## config.mk

```make
export PLATFORM = sky130hd
export DESIGN_NAME = tic_irq_ctrl
export DESIGN_NICKNAME = d
export VERILOG_FILES = /design/src/rtl/tic_pkg.sv /design/src/rtl/tic_sync_edge.sv /design/src/rtl/tic_period_gen.sv /design/src/rtl/tic_irq_core.sv /design/src/rtl/tic_irq_ctrl.sv
export SDC_FILE = /design/constraint.sdc
export NUM_CORES = 1
export LEC_CHECK = 0
export ABC_AREA = 1
export CAP_MARGIN = 40
export CORE_UTILIZATION = 45
export CTS_CLUSTER_DIAMETER = 60
export DETAILED_ROUTE_END_ITERATION = 6
export PLACE_DENSITY = 0.62
export SLEW_MARGIN = 10
export SYNTH_ARGS = -nofsm -noshare
export SYNTH_HDL_FRONTEND = slang
export SYNTH_SLANG_ARGS = --single-unit
```

## constraint.sdc

```tcl
create_clock -name clk -period 1.5 [get_ports clk]
set_input_delay 0.225 -clock clk [delete_from_list [all_inputs] [get_ports clk]]
set_output_delay 0.225 -clock clk [all_outputs]
set_load 0.03 [all_outputs]
```

## src/rtl/tic_pkg.sv

```systemverilog
package tic_pkg;
  localparam int CTRL_W = 4;

  // packed LSB first at the bottom: rate_short is bit 0
  typedef struct packed {
    logic irq_ext;     // bit 3: interrupt edge from companion input
    logic tic_ext;     // bit 2: TIC from companion input
    logic irq_en;      // bit 1: interrupt output and latching enabled
    logic rate_short;  // bit 0: short period selected
  } tic_ctrl_t;
endpackage

```

## src/rtl/tic_sync_edge.sv

```systemverilog
module tic_sync_edge (
  input  logic clk,
  input  logic rst,
  input  logic async_in,
  output logic rise,
  output logic fall
);
  logic s1, s2, s3;

  always_ff @(posedge clk) begin
    if (rst) begin
      s1   <= 1'b0;
      s2   <= 1'b0;
      s3   <= 1'b0;
      rise <= 1'b0;
      fall <= 1'b0;
    end else begin
      s1   <= async_in;
      s2   <= s1;
      s3   <= s2;
      rise <= s2 & ~s3;
      fall <= ~s2 & s3;
    end
  end

  a_r5_edges_exclusive: assert property (@(posedge clk) disable iff (rst)
    !(rise && fall));
  a_r5_rise_spaced: assert property (@(posedge clk) disable iff (rst)
    rise |=> !rise);
endmodule

```

## src/rtl/tic_period_gen.sv

```systemverilog
module tic_period_gen #(
  parameter int LONG_CYC  = 571428,
  parameter int SHORT_CYC = 51948
) (
  input  logic clk,
  input  logic rst,
  input  logic rate_short,
  output logic tick
);
  localparam int MAX_CYC = (LONG_CYC > SHORT_CYC) ? LONG_CYC : SHORT_CYC;
  localparam int CW      = (MAX_CYC > 2) ? $clog2(MAX_CYC) : 1;
  localparam logic [CW-1:0] LAST_LONG  = CW'(LONG_CYC - 1);
  localparam logic [CW-1:0] LAST_SHORT = CW'(SHORT_CYC - 1);

  logic [CW-1:0] cnt;
  logic [CW-1:0] last;
  logic          prev_short;
  logic          rate_changed;

  assign last         = rate_short ? LAST_SHORT : LAST_LONG;
  assign rate_changed = rate_short ^ prev_short;

  always_ff @(posedge clk) begin
    if (rst) begin
      cnt        <= '0;
      prev_short <= 1'b0;
      tick       <= 1'b0;
    end else begin
      prev_short <= rate_short;
      if (rate_changed) begin
        cnt  <= '0;
        tick <= 1'b0;
      end else if (cnt == last) begin
        cnt  <= '0;
        tick <= 1'b1;
      end else begin
        cnt  <= cnt + 1'b1;
        tick <= 1'b0;
      end
    end
  end

  a_r4_tick_single: assert property (@(posedge clk) disable iff (rst)
    tick |=> !tick);
  a_r1_cnt_in_range: assert property (@(posedge clk) disable iff (rst)
    cnt <= LAST_LONG || cnt <= LAST_SHORT);
  a_r3_restart_after_change: assert property (@(posedge clk) disable iff (rst)
    rate_changed |=> !tick);
endmodule

```

## src/rtl/tic_irq_core.sv

```systemverilog
module tic_irq_core #(
  parameter int INT_WIDTH = 16
) (
  input  logic clk,
  input  logic rst,
  input  logic tic_stb,
  input  logic irq_en,
  input  logic irq_ext,
  input  logic neg_mode,
  input  logic ext_rise,
  input  logic ext_fall,
  output logic int_pin,
  output logic latch_stb
);
  localparam int WCW = $clog2(INT_WIDTH + 1);

  logic [WCW-1:0] wcnt;
  logic           int_lvl;
  logic           int_lvl_d;
  logic           own_rise;
  logic           own_fall;
  logic           edge_hit;

  always_ff @(posedge clk) begin
    if (rst) begin
      int_lvl <= 1'b0;
      wcnt    <= '0;
    end else if (tic_stb) begin
      int_lvl <= 1'b1;
      wcnt    <= WCW'(INT_WIDTH - 1);
    end else if (wcnt != '0) begin
      wcnt    <= wcnt - 1'b1;
    end else begin
      int_lvl <= 1'b0;
    end
  end

  assign own_rise = int_lvl & ~int_lvl_d;
  assign own_fall = ~int_lvl & int_lvl_d;

  always_comb begin
    if (irq_ext) edge_hit = neg_mode ? ext_fall : ext_rise;
    else         edge_hit = neg_mode ? own_fall : own_rise;
  end

  always_ff @(posedge clk) begin
    if (rst) begin
      int_lvl_d <= 1'b0;
      int_pin   <= 1'b0;
      latch_stb <= 1'b0;
    end else begin
      int_lvl_d <= int_lvl;
      int_pin   <= irq_en & int_lvl;
      latch_stb <= irq_en & edge_hit;
    end
  end

  a_r7_pulse_needs_tic: assert property (@(posedge clk) disable iff (rst)
    $rose(int_lvl) |-> $past(tic_stb));
  a_r6_masked_pin_low: assert property (@(posedge clk) disable iff (rst)
    !irq_en |=> !int_pin);
  a_r8_latch_single: assert property (@(posedge clk) disable iff (rst)
    latch_stb |=> !latch_stb);
endmodule

```

## src/rtl/tic_irq_ctrl.sv

```systemverilog
module tic_irq_ctrl
  import tic_pkg::*;
#(
  parameter int LONG_CYC  = 571428,
  parameter int SHORT_CYC = 51948,
  parameter int INT_WIDTH = 16
) (
  input  logic              clk,
  input  logic              rst,
  input  logic              cfg_we,
  input  logic [CTRL_W-1:0] cfg_wdata,
  input  logic              bus_neg_edge,
  input  logic              ext_tic_in,
  input  logic              ext_int_in,
  output logic              tic_out,
  output logic              int_out,
  output logic              status_latch
);
  localparam int N_EXT = 2;  // index 0: TIC, index 1: interrupt

  tic_ctrl_t        ctrl;
  logic [N_EXT-1:0] ext_raw;
  logic [N_EXT-1:0] ext_rise;
  logic [N_EXT-1:0] ext_fall;
  logic             own_tick;

  always_ff @(posedge clk) begin
    if (rst)         ctrl <= '0;
    else if (cfg_we) ctrl <= tic_ctrl_t'(cfg_wdata);
  end

  assign ext_raw = {ext_int_in, ext_tic_in};

  for (genvar i = 0; i < N_EXT; i++) begin : g_sync
    tic_sync_edge u_sync (
      .clk      (clk),
      .rst      (rst),
      .async_in (ext_raw[i]),
      .rise     (ext_rise[i]),
      .fall     (ext_fall[i])
    );
  end

  tic_period_gen #(
    .LONG_CYC  (LONG_CYC),
    .SHORT_CYC (SHORT_CYC)
  ) u_period (
    .clk        (clk),
    .rst        (rst),
    .rate_short (ctrl.rate_short),
    .tick       (own_tick)
  );

  always_ff @(posedge clk) begin
    if (rst) tic_out <= 1'b0;
    else     tic_out <= ctrl.tic_ext ? ext_rise[0] : own_tick;
  end

  tic_irq_core #(
    .INT_WIDTH (INT_WIDTH)
  ) u_irq (
    .clk       (clk),
    .rst       (rst),
    .tic_stb   (tic_out),
    .irq_en    (ctrl.irq_en),
    .irq_ext   (ctrl.irq_ext),
    .neg_mode  (bus_neg_edge),
    .ext_rise  (ext_rise[1]),
    .ext_fall  (ext_fall[1]),
    .int_pin   (int_out),
    .latch_stb (status_latch)
  );

  a_r6_no_latch_masked: assert property (@(posedge clk) disable iff (rst)
    !ctrl.irq_en |=> !status_latch);
  a_r5_ext_tic_source: assert property (@(posedge clk) disable iff (rst)
    (ctrl.tic_ext && !ext_rise[0]) |=> !tic_out);
  a_r11_reset_clears: assert property (@(posedge clk)
    $past(rst) |-> (ctrl == '0));
endmodule

```

Yosys cells after proc, flatten, opt, wreduce, memory -nomap -nowiden
Cells that the tools add are included.
{"block": "op_classes", "n_bitwise": 13, "n_reduce_logical": 5, "muxes": 10, "eq_ne": 2, "n_addsub": 2}
{"cell": "$add 20x1->20 const B", "n": 1}
{"cell": "$eq 20x20->1", "n": 1}
{"cell": "$mux 20", "n": 1}
{"cell": "$mux 4", "n": 2}
{"cell": "$and 1x1->1", "n": 7}
{"cell": "$mux 1", "n": 7}
{"cell": "$not 1->1", "n": 5}
{"cell": "$reduce_bool 5->1", "n": 1}
{"cell": "$sub 5x1->5 const B", "n": 1}
{"cell": "$reduce_or 2->1", "n": 2}
{"cell": "$reduce_or 3->1", "n": 1}
{"cell": "$ne 2x2->1 const B", "n": 1}
{"cell": "$reduce_bool 2->1", "n": 1}
{"cell": "$xor 1x1->1", "n": 1}
{"block": "word_totals", "wordCells": 55, "ff_bits": 45, "output_inout_bits": 3}

Longest topological paths before layout
Gate-level depths: netlist of run 1.
{"block": "depth", "ltp_word": 5, "depth_mapped": 9, "mapped_depth_nobuf": 9}

Cells and area by module
From an unflattened synthesis of run 1, not the netlist that was laid out.
{"block": "unflattened", "hier_cells": 297, "area_unflattened_um2": 2092.0}
{"module": "tic_period_gen", "cells_each": 174, "seq_area_each_um2": 440.4, "area_per_inst_um2": 1171.1, "n_inst": 1}
{"module": "tic_irq_core", "cells_each": 61, "seq_area_each_um2": 180.2, "area_per_inst_um2": 429.2, "n_inst": 1}
{"module": "tic_sync_edge", "cells_each": 15, "seq_area_each_um2": 100.1, "area_per_inst_um2": 140.1, "n_inst": 2}
{"module": "tic_irq_ctrl", "cells_each": 32, "seq_area_each_um2": 100.1, "area_per_inst_um2": 211.5, "n_inst": 1}

Worst setup path after synthesis of run 1
OpenSTA, ideal clock, no wires.
{"block": "synth_timing", "path_kind": "reg-to-reg", "startpoint": "reg u_period.cnt[0]", "endpoint": "reg u_period.cnt[12]", "period_less_slack_ps": 1330, "path_stages_with_launch": 10, "n_path_buf": 1, "arrival_ps": 1213, "required_ps": 1383, "path_slack_ps": 170, "cell_sequence": "dfxtp_1 -> ha_1 -> nand2_1 -> nor2_1 -> nand2_1 -> nor2_1 -> nand3_1 -> nand2_2 -> buf_6 -> nor2_2"}
{"block": "synth_via", "elab_chain_len": 2}
{"element": "from (decl)", "line": "tic_period_gen.sv:15", "source": "logic [CW-1:0] cnt;"}
{"element": "from (signal assigned)", "line": "tic_period_gen.sv:37", "source": "cnt <= cnt + 1'b1;"}
{"element": "parallel branches: the longest is 2 deep, another holds $add 20x1->20"}
Several ways; the timed one is not identified.
A chain may end at the register's enable or synchronous reset.

Worst setup path after layout of run 1
{"block": "layout_timing", "startpoint": "reg u_period.cnt[12]", "endpoint": "reg u_period.cnt[12]"}
The elaborated chain is that of the path after synthesis.

==> results of run 1 <==
logic make-up after synthesis:
kind of cell	count (synthesis)
AO/OA/AOI/OAI	18
XOR/XNOR	12
adder cells (fa/ha/maj)	3
buffers and inverters	48
flip-flops	45
AND/OR/NAND/NOR	153
layout make-up:
type	count	area (sq um)
Sequential cell	45	904.6
Fill cell	440	1959
Clock buffer	5	68.82
Timing Repair Buffer	21	214.0
Multi-Input combinational cell	186	989.7
Inverter	44	165.2
Clock inverter	3	17.52
Tap cell	52	65.06
how the worst min path moves through the flow:
stage / start / endpoint / slack (ps) / cells past startpoint
floorplan: ext_tic_in / g_sync[0].u_sync.s1 / 330 / 2
global placement: g_sync[0].u_sync.s3 / g_sync[0].u_sync.rise / 380 / 1
detailed placement: g_sync[0].u_sync.s3 / g_sync[0].u_sync.rise / 380 / 1
CTS: g_sync[0].u_sync.s1 / g_sync[0].u_sync.s2 / 410 / 2
global route: g_sync[1].u_sync.s1 / g_sync[1].u_sync.s2 / 430 / 2
finish: g_sync[0].u_sync.s3 / g_sync[0].u_sync.rise / 410 / 1
where the power goes:
group	switching (W)	leakage (nW)	internal [W]
logic	0.000271	0.560	0.000205
clock network	0.000404	0.0439	0.000322
registers	0.0000464	0.368	0.00129
layout by cell type (no fill, tap or decap):
cell and n:
sky130_fd_sc_hd__nand2_1 52, sky130_fd_sc_hd__inv_1 42, sky130_fd_sc_hd__dfxtp_1 42, sky130_fd_sc_hd__nor2_1 36
sky130_fd_sc_hd__nor2_2 23, sky130_fd_sc_hd__nand3_1 20, sky130_fd_sc_hd__o21ai_0 9, sky130_fd_sc_hd__clkdlybuf4s50_1 9
sky130_fd_sc_hd__xor2_1 8, sky130_fd_sc_hd__buf_4 7, sky130_fd_sc_hd__nor3_1 6, sky130_fd_sc_hd__a21oi_1 5
sky130_fd_sc_hd__clkbuf_8 5, sky130_fd_sc_hd__a31oi_1 4, sky130_fd_sc_hd__xnor2_1 4, sky130_fd_sc_hd__nand2_2 3
sky130_fd_sc_hd__nor2_4 3, sky130_fd_sc_hd__nand4_1 3, sky130_fd_sc_hd__dlygate4sd2_1 3, sky130_fd_sc_hd__dfxtp_2 3
sky130_fd_sc_hd__inv_2 2, sky130_fd_sc_hd__ha_1 2, sky130_fd_sc_hd__clkinv_2 2, sky130_fd_sc_hd__nand3b_1 1
sky130_fd_sc_hd__nor4_1 1, sky130_fd_sc_hd__nand2_4 1, sky130_fd_sc_hd__nor2_8 1, sky130_fd_sc_hd__or2_0 1
sky130_fd_sc_hd__or2_2 1, sky130_fd_sc_hd__and2_1 1, sky130_fd_sc_hd__ha_4 1, sky130_fd_sc_hd__clkinvlp_4 1
sky130_fd_sc_hd__clkbuf_16 1, sky130_fd_sc_hd__buf_12 1
per-layer routing:
layer | wire, um | track usage | up-vias
li1 | - | - | 895
met1 | 1833 | 0.2064 | 729
met2 | 1760 | 0.2895 | 19
met3 | 99 | 0.03896 | 6
met4 | 62 | 0.06889 | 0
met5 | 0 | 0 | -
state kept, by name (all words and copies together) (netlist names):
register and cells:
ctrl 4, g_sync.u_sync.fall 1, g_sync.u_sync.rise 2, g_sync.u_sync.s1 2, g_sync.u_sync.s2 2, g_sync.u_sync.s3 2, tic_out 1, u_irq.int_lvl 1
u_irq.int_lvl_d 1, u_irq.int_pin 1, u_irq.latch_stb 1, u_irq.wcnt 5, u_period.cnt 20, u_period.prev_short 1, u_period.tick 1
metrics by stage:
stage,cell area (sq um),hold slack (ps)
after detailed placement,2301,381.2
after global routing,2425,426.5
after global placement,2301,379.2
final,2425,405.1
after CTS,2384,407.9
after floorplan,2073,332.0
timing repair:
item,CTS,global route
pin swaps,0,1
endpoints found under the setup margin,3,20
gates resized for setup,3,5
gates cloned,0,1
buffers inserted,0,0
worst max-delay path, stage by stage (launching register included):
cell and delay (ps):
sky130_fd_sc_hd__dfxtp_1 420, sky130_fd_sc_hd__nand2_1 100, sky130_fd_sc_hd__nor2_1 120, sky130_fd_sc_hd__nand2_1 90, sky130_fd_sc_hd__nand2_1 60, sky130_fd_sc_hd__nand3_1 100
sky130_fd_sc_hd__nand2_2 140, sky130_fd_sc_hd__clkbuf_16 190, sky130_fd_sc_hd__nor2_2 30
==> impl_summary.txt, run 1 <==
----------------------------------------------------
[Synth]
  Syn_nets ... between 200 and 300
  Sequential element share of the synthesized area ... 0.4345
  Cell type contributing the most total cell area after synthesis ... sky130_fd_sc_hd__dfxtp_1
  Post-synthesis share of cell area spent on xor and xnor gates ... 0.05069
  Register bit total from synthesis ... 45
  Cell area after synthesis ... 2073 sq um
  Top cell type's share of synthesized area ... 0.4345
  Syn avg cell area ... between 7 and 8 sq um
  FFs w/ async S/R, synth ... 0
  Post-synthesis adder-cell area fraction ... 0.01811
  Gate Count Post-Synth ... approximately 280
  Dominant combinational cell family by area after synthesis ... simple AND/OR/NAND/NOR gates
  Most instantiated flip-flop cell in the synthesis netlist ... sky130_fd_sc_hd__dfxtp_1
  Most used standard cells in the synthesized netlist ... 52 x sky130_fd_sc_hd__nand2_1, 45 x sky130_fd_sc_hd__dfxtp_1, 42 x sky130_fd_sc_hd__inv_1
  Synth top area cells ... sky130_fd_sc_hd__dfxtp_1 43%, sky130_fd_sc_hd__nand2_1 9.4%, sky130_fd_sc_hd__inv_1 7.6%, sky130_fd_sc_hd__nor2_2 6.9%, sky130_fd_sc_hd__nor2_1 6.5%
  Number of enable flip-flop cells after synthesis ... 0
  Yosys warning count ... 0
  Most instantiated library cell after synthesis ... sky130_fd_sc_hd__nand2_1
  Compound-Gate Fraction of Synth Area ... 0.04587
  Number of different library cells in the post-synthesis netlist ... 27
  Proportion of synthesized area in mux cells ... 0
  Post-synthesis simple-gate area fraction ... 0.3567

[Worst setup path]
  Reg-to-reg startpoint ... u_period.cnt[12]
  Critical path launch point type ... flip-flop
  Number of cells on the worst reg-to-reg path ... 8
  CP arrival ... about 1600 ps
  Reg2Reg Setup Slack ... roughly 130 ps
  End point of the critical path ... u_period.cnt[12]
  Kind of capture point of the worst setup path ... flip-flop
  Worst Setup SP ... u_period.cnt[12]
  Kind of critical path ... flip-flop to flip-flop
  Worst-path fanout max ... 10
  Critical R2R Capture ... u_period.cnt[12]
  Critical Path RT ... 1690 ps

[STA]
  Crit share post-route ... 0.9142
  Final Skew ... slightly below 7 ps
  Setup TNS ... 0 ps
  Number of hold violations in the final report ... 0
  Total count of max-transition violations in the final report ... 0
  Unrepaired setup endpoints after global routing ... no
  Slew at the pin with the worst max-slew slack ... 297.7 ps
  Number of failing setup endpoints in the final timing report ... 0
  Post-route setup slack ... about 130 ps
  Highest clock rate ... approximately 730 MHz
  Min Clock Period, post-route ... roughly 1400 ps
  Relative slew slack ... 0.8023

[Floorplan]
  IO Pins ... 13
  Y dimension of the die ... between 60 and 70 um
  Core region area ... between 4000 and 5000 sq um
  Die area ... 4883 sq um
  Number of placement rows ... 24
  Initial core utilization ... 0.4729
  Die extent in x ... 69.88 um

[Job]
  Number of max-cap violations ... 0

[Global route]
  Overall fraction of global-route tracks in use ... 0.1700
  Wire length of the first global-routing pass ... roughly 6600 um
  GRT overflow ... 0
  Maximum number of pins on one net before global-route repair ... 21
  Via count of the first global-routing pass ... ~1.6k
  Number of antenna violations at the first check in global routing ... 0

[Clocking]
  TritonCTS Buffers ... 5
  Skew-Pair Late Insertion Delay ... 290 ps
  Clock transition at the registers of the reported paths ... 80 ps
  CTS Hold Bufs ... 0
  CTS H-tree lvls ... 2
  Clock root buffer master ... sky130_fd_sc_hd__clkbuf_8
  Number of sinks driven by the clock tree ... 45
  Clock tree from TritonCTS ... done
  Max clock buf depth ... 2

[Status]
  Run status ... finished clean

[Placed design]
  Final weighted congestion in routability-driven placement ... 0.7948
  Count of input and output buffers ... 12
  DPL Wire Length ... approximately 2700 um
  Post-Place Cells ... roughly 350
  Pre-CTS setup slack ... 80.24 ps

[Power]
  Worst IR drop on VDD ... 0.0007670 V
  Total power density per cell area ... roughly 1000 nW/um^2
  Overall power consumption ... ~0.0025 W
  Lkg Pwr ... around 0.97 nW

[Cells and area]
  Syn-to-layout area delta ... 16.96%
  Share of cells above drive strength 1 ... 0.1809
  Final nets ... 316
  Fraction of the core area covered by cells at the end of the flow ... 0.5531
  Cell Count, Final, Fillers Out ... around 360
  # diodes ... 0

[Routing]
  Starting DRT DRC Count ... 46
  Detailed-route vias per instance ... 4.632
  DRC Markers ... 0
  Detail Route Antenna Nets ... 0
  DR WL/cell ... ~11 um
  Total routed wirelength ... about 3800 um
  Number of search-and-repair iterations in the first detailed-routing pass ... 4
  Count of vias placed by the detailed router ... ~1.6k

[Min path]
  Worst min path class ... flip-flop to flip-flop

----------------------------------------------------
(Power assumes the default switching activity.)
==> run 2, diff against run 1 <==
--- a/config.mk
+++ b/config.mk
@@ -7,9 +7,12 @@
 export LEC_CHECK = 0
 export ABC_AREA = 1
 export CAP_MARGIN = 40
+export CORE_MARGIN = 2
 export CORE_UTILIZATION = 45
+export CTS_BUF_LIST = sky130_fd_sc_hd__clkbuf_8
 export CTS_CLUSTER_DIAMETER = 60
 export DETAILED_ROUTE_END_ITERATION = 6
+export GPL_TIMING_DRIVEN = 0
 export PLACE_DENSITY = 0.62
 export SLEW_MARGIN = 10
 export SYNTH_ARGS = -nofsm -noshare
==> impl_summary.txt, run 2 (same netlist as run 1, synthesis figures left out) <==
----------------------------------------------------
[Status]
  Run status ... finished clean

[Floorplan]
  Y dimension of the die ... between 70 and 80 um
  Die area ... just over 5000 sq um
  Die extent in x ... between 70 and 80 um
  Initial core utilization ... 0.4729
  IO Pins ... 13
  Number of placement rows ... 24
  Core region area ... about 4400 sq um

[Global route]
  Overall fraction of global-route tracks in use ... 0.1647
  Global-route layer with the greatest usage ... met2
  Maximum number of pins on one net before global-route repair ... 14
  Global routing met3 resource utilization ... 0.04079
  Number of antenna violations at the first check in global routing ... 0
  Wire length of the first global-routing pass ... 6658 um
  Global Route met2 Usage ... 0.2840
  Via count of the first global-routing pass ... 1,589
  Met1 global-route usage ... 0.1970
  GRT overflow ... 0

[Routing]
  Total routed wirelength ... 3690 um
  Detail Route Antenna Nets ... 0
  Starting DRT DRC Count ... 82
  DR WL/cell ... between 10 and 15 um
  Count of vias placed by the detailed router ... around 1.6k
  Detailed-route vias per instance ... between 4 and 5
  DRC Markers ... 0
  Number of search-and-repair iterations in the first detailed-routing pass ... 4

[Job]
  Number of max-cap violations ... 0

[Cells and area]
  Max FFs per register ... 20
  Number of fill cells ... around 420
  # diodes ... 0
  Register name with the most flops ... u_period.cnt
  Commonest cells after routing, fill and taps aside ... 52 x sky130_fd_sc_hd__nand2_1, 43 x sky130_fd_sc_hd__inv_1, 42 x sky130_fd_sc_hd__dfxtp_1
  Final nets ... 310
  Most common cell after layout, fill and taps aside ... sky130_fd_sc_hd__nand2_1
  Share of cells above drive strength 1 ... 0.1577
  Cell Count, Final, Fillers Out ... 350
  Syn-to-layout area delta ... 15.33%
  Top flop regs ... u_period.cnt x20, u_irq.wcnt x5, ctrl x4
  Fraction of the core area covered by cells at the end of the flow ... 0.5454
  Register area ... between 900 and 1000 sq um
  Multi-input gate area ... 989.7 sq um

[Min path]
  Worst min path class ... input pin to flip-flop
  HP Start ... rst
  Worst hold stages ... 2
  Min-Delay Endpoint ... u_irq.int_lvl

[Power]
  Combinational share of power ... 0.168
  Clock share of power ... 0.342
  Lkg Pwr ... 0.9601 nW
  Total power density per cell area ... ~1100 nW/um^2
  Seq pwr share ... 0.491
  Worst IR drop on VDD ... ~0.0008 V
  Sw power ... 0.0007061 W
  Sw Share ... 0.2598
  Cell Int Power ... 0.002012 W

[Worst setup path]
  Reg2Reg Setup Slack ... around 120 ps
  Kind of critical path ... flip-flop to flip-flop
  Critical R2R Capture ... u_period.cnt[0]
  Critical Path RT ... 1690 ps
  CP arrival ... 1570 ps
  Worst-path fanout max ... 10
  Number of cells on the worst reg-to-reg path ... 9
  Critical path launch point type ... flip-flop
  Kind of capture point of the worst setup path ... flip-flop
  Reg-to-reg startpoint ... u_period.cnt[1]

[Clocking]
  Max clock buf depth ... 2
  CTS H-tree lvls ... 2
  Number of sinks driven by the clock tree ... 45
  Clock root buffer master ... sky130_fd_sc_hd__clkbuf_8
  Clock transition at the registers of the reported paths ... 80 ps
  Clock tree from TritonCTS ... done
  TritonCTS Buffers ... 5
  Post-CTS setup buffers ... 0
  Skew-Pair Late Insertion Delay ... between 200 and 300 ps

[STA]
  Final Skew ... 5.034 ps
  Number of hold violations in the final report ... 0
  Highest clock rate ... 723.8 MHz
  Relative slew slack ... 0.6975
  Slew at the pin with the worst max-slew slack ... ~450 ps
  Crit share post-route ... 0.9211
  Setup TNS ... 0 ps
  Number of failing setup endpoints in the final timing report ... 0
  Min Clock Period, post-route ... ~1400 ps
  Total count of max-transition violations in the final report ... 0

[Placed design]
  Post-Place Cells ... about 340
  Final weighted congestion in routability-driven placement ... around 0.87
  Count of input and output buffers ... 11
  DPL Wire Length ... between 2000 and 3000 um

----------------------------------------------------
==> run 2: final cells by class <==
| class | count | share of cell area |
|---|---|---|
| timing repair buffer | 11 | 0.04605 |
| multi-input combinational | 186 | 0.4139 |
| inverter | 44 | 0.06907 |
| clock inverter | 2 | 0.01413 |
| sequential | 45 | 0.3794 |
| tap | 52 | 0.02721 |
| clock buffer | 6 | 0.03454 |
| buffer | 4 | 0.01570 |
==> run 2: repair_timing <==
| action | CTS | global route |
|---|---|---|
| gates resized for setup | 3 | 8 |
| gates cloned | 0 | 0 |
| endpoints found under the setup margin | 22 | 21 |
| hold buffers | 0 | 0 |
==> run 2: worst max path at each step <==
stage / startpoint / endpoint / cells after the start
after CTS: u_irq.latch_stb / status_latch / 1
after floorplan: u_period.cnt[0] / u_period.cnt[12] / 9
after detailed placement: u_period.cnt[0] / u_period.cnt[12] / 9
final: u_period.cnt[1] / u_period.cnt[0] / 9
after global routing: u_period.cnt[1] / u_period.cnt[4] / 9
after global placement: u_period.cnt[0] / u_period.cnt[10] / 9
==> run 2: power by group through the flow <==
stage	registers [W]	clock network [W]	logic [W]
after floorplan	0.00135	0	0.000356
after global placement	0.00136	0	0.000446
after detailed placement	0.00136	0	0.000451
after CTS	0.00133	0.000967	0.000455
after global routing	0.00135	0.00102	0.000530
final	0.00133	0.000929	0.000456
==> run 2: metal layers <==
layer,vias up,routed length [um]
met5,-,0
met4,0,57
met3,7,120
met2,23,1736
met1,688,1776
li1,892,-
==> run 2: per-stage QoR <==
| step | hold WS, ps | setup WS [ps] | instance area (sq um) | power (W) |
|---|---|---|---|---|
| 5_1_grt | 351.2 | -5.189 | 2391 | 0.002899 |
| 2_1_floorplan | 332.0 | 170.2 | 2073 | 0.001709 |
| 3_5_place_dp | 397.5 | -11.04 | 2248 | 0.001809 |
| 4_1_cts | 365.0 | 1.333 | 2365 | 0.002753 |
| 6_report | 371.1 | 118.3 | 2391 | 0.002718 |
| 3_3_place_gp | 376.2 | 22.76 | 2248 | 0.001803 |
==> run 2: worst max-delay path, stage by stage (launching register included) <==
cell and delay, ps:
sky130_fd_sc_hd__dfxtp_1 390, sky130_fd_sc_hd__ha_4 170, sky130_fd_sc_hd__nand2_1 60, sky130_fd_sc_hd__nor2_1 100, sky130_fd_sc_hd__nand2_1 50, sky130_fd_sc_hd__nor2_1 90
sky130_fd_sc_hd__nand3_1 110, sky130_fd_sc_hd__nand2_2 110, sky130_fd_sc_hd__buf_8 160, sky130_fd_sc_hd__nor2_2 40
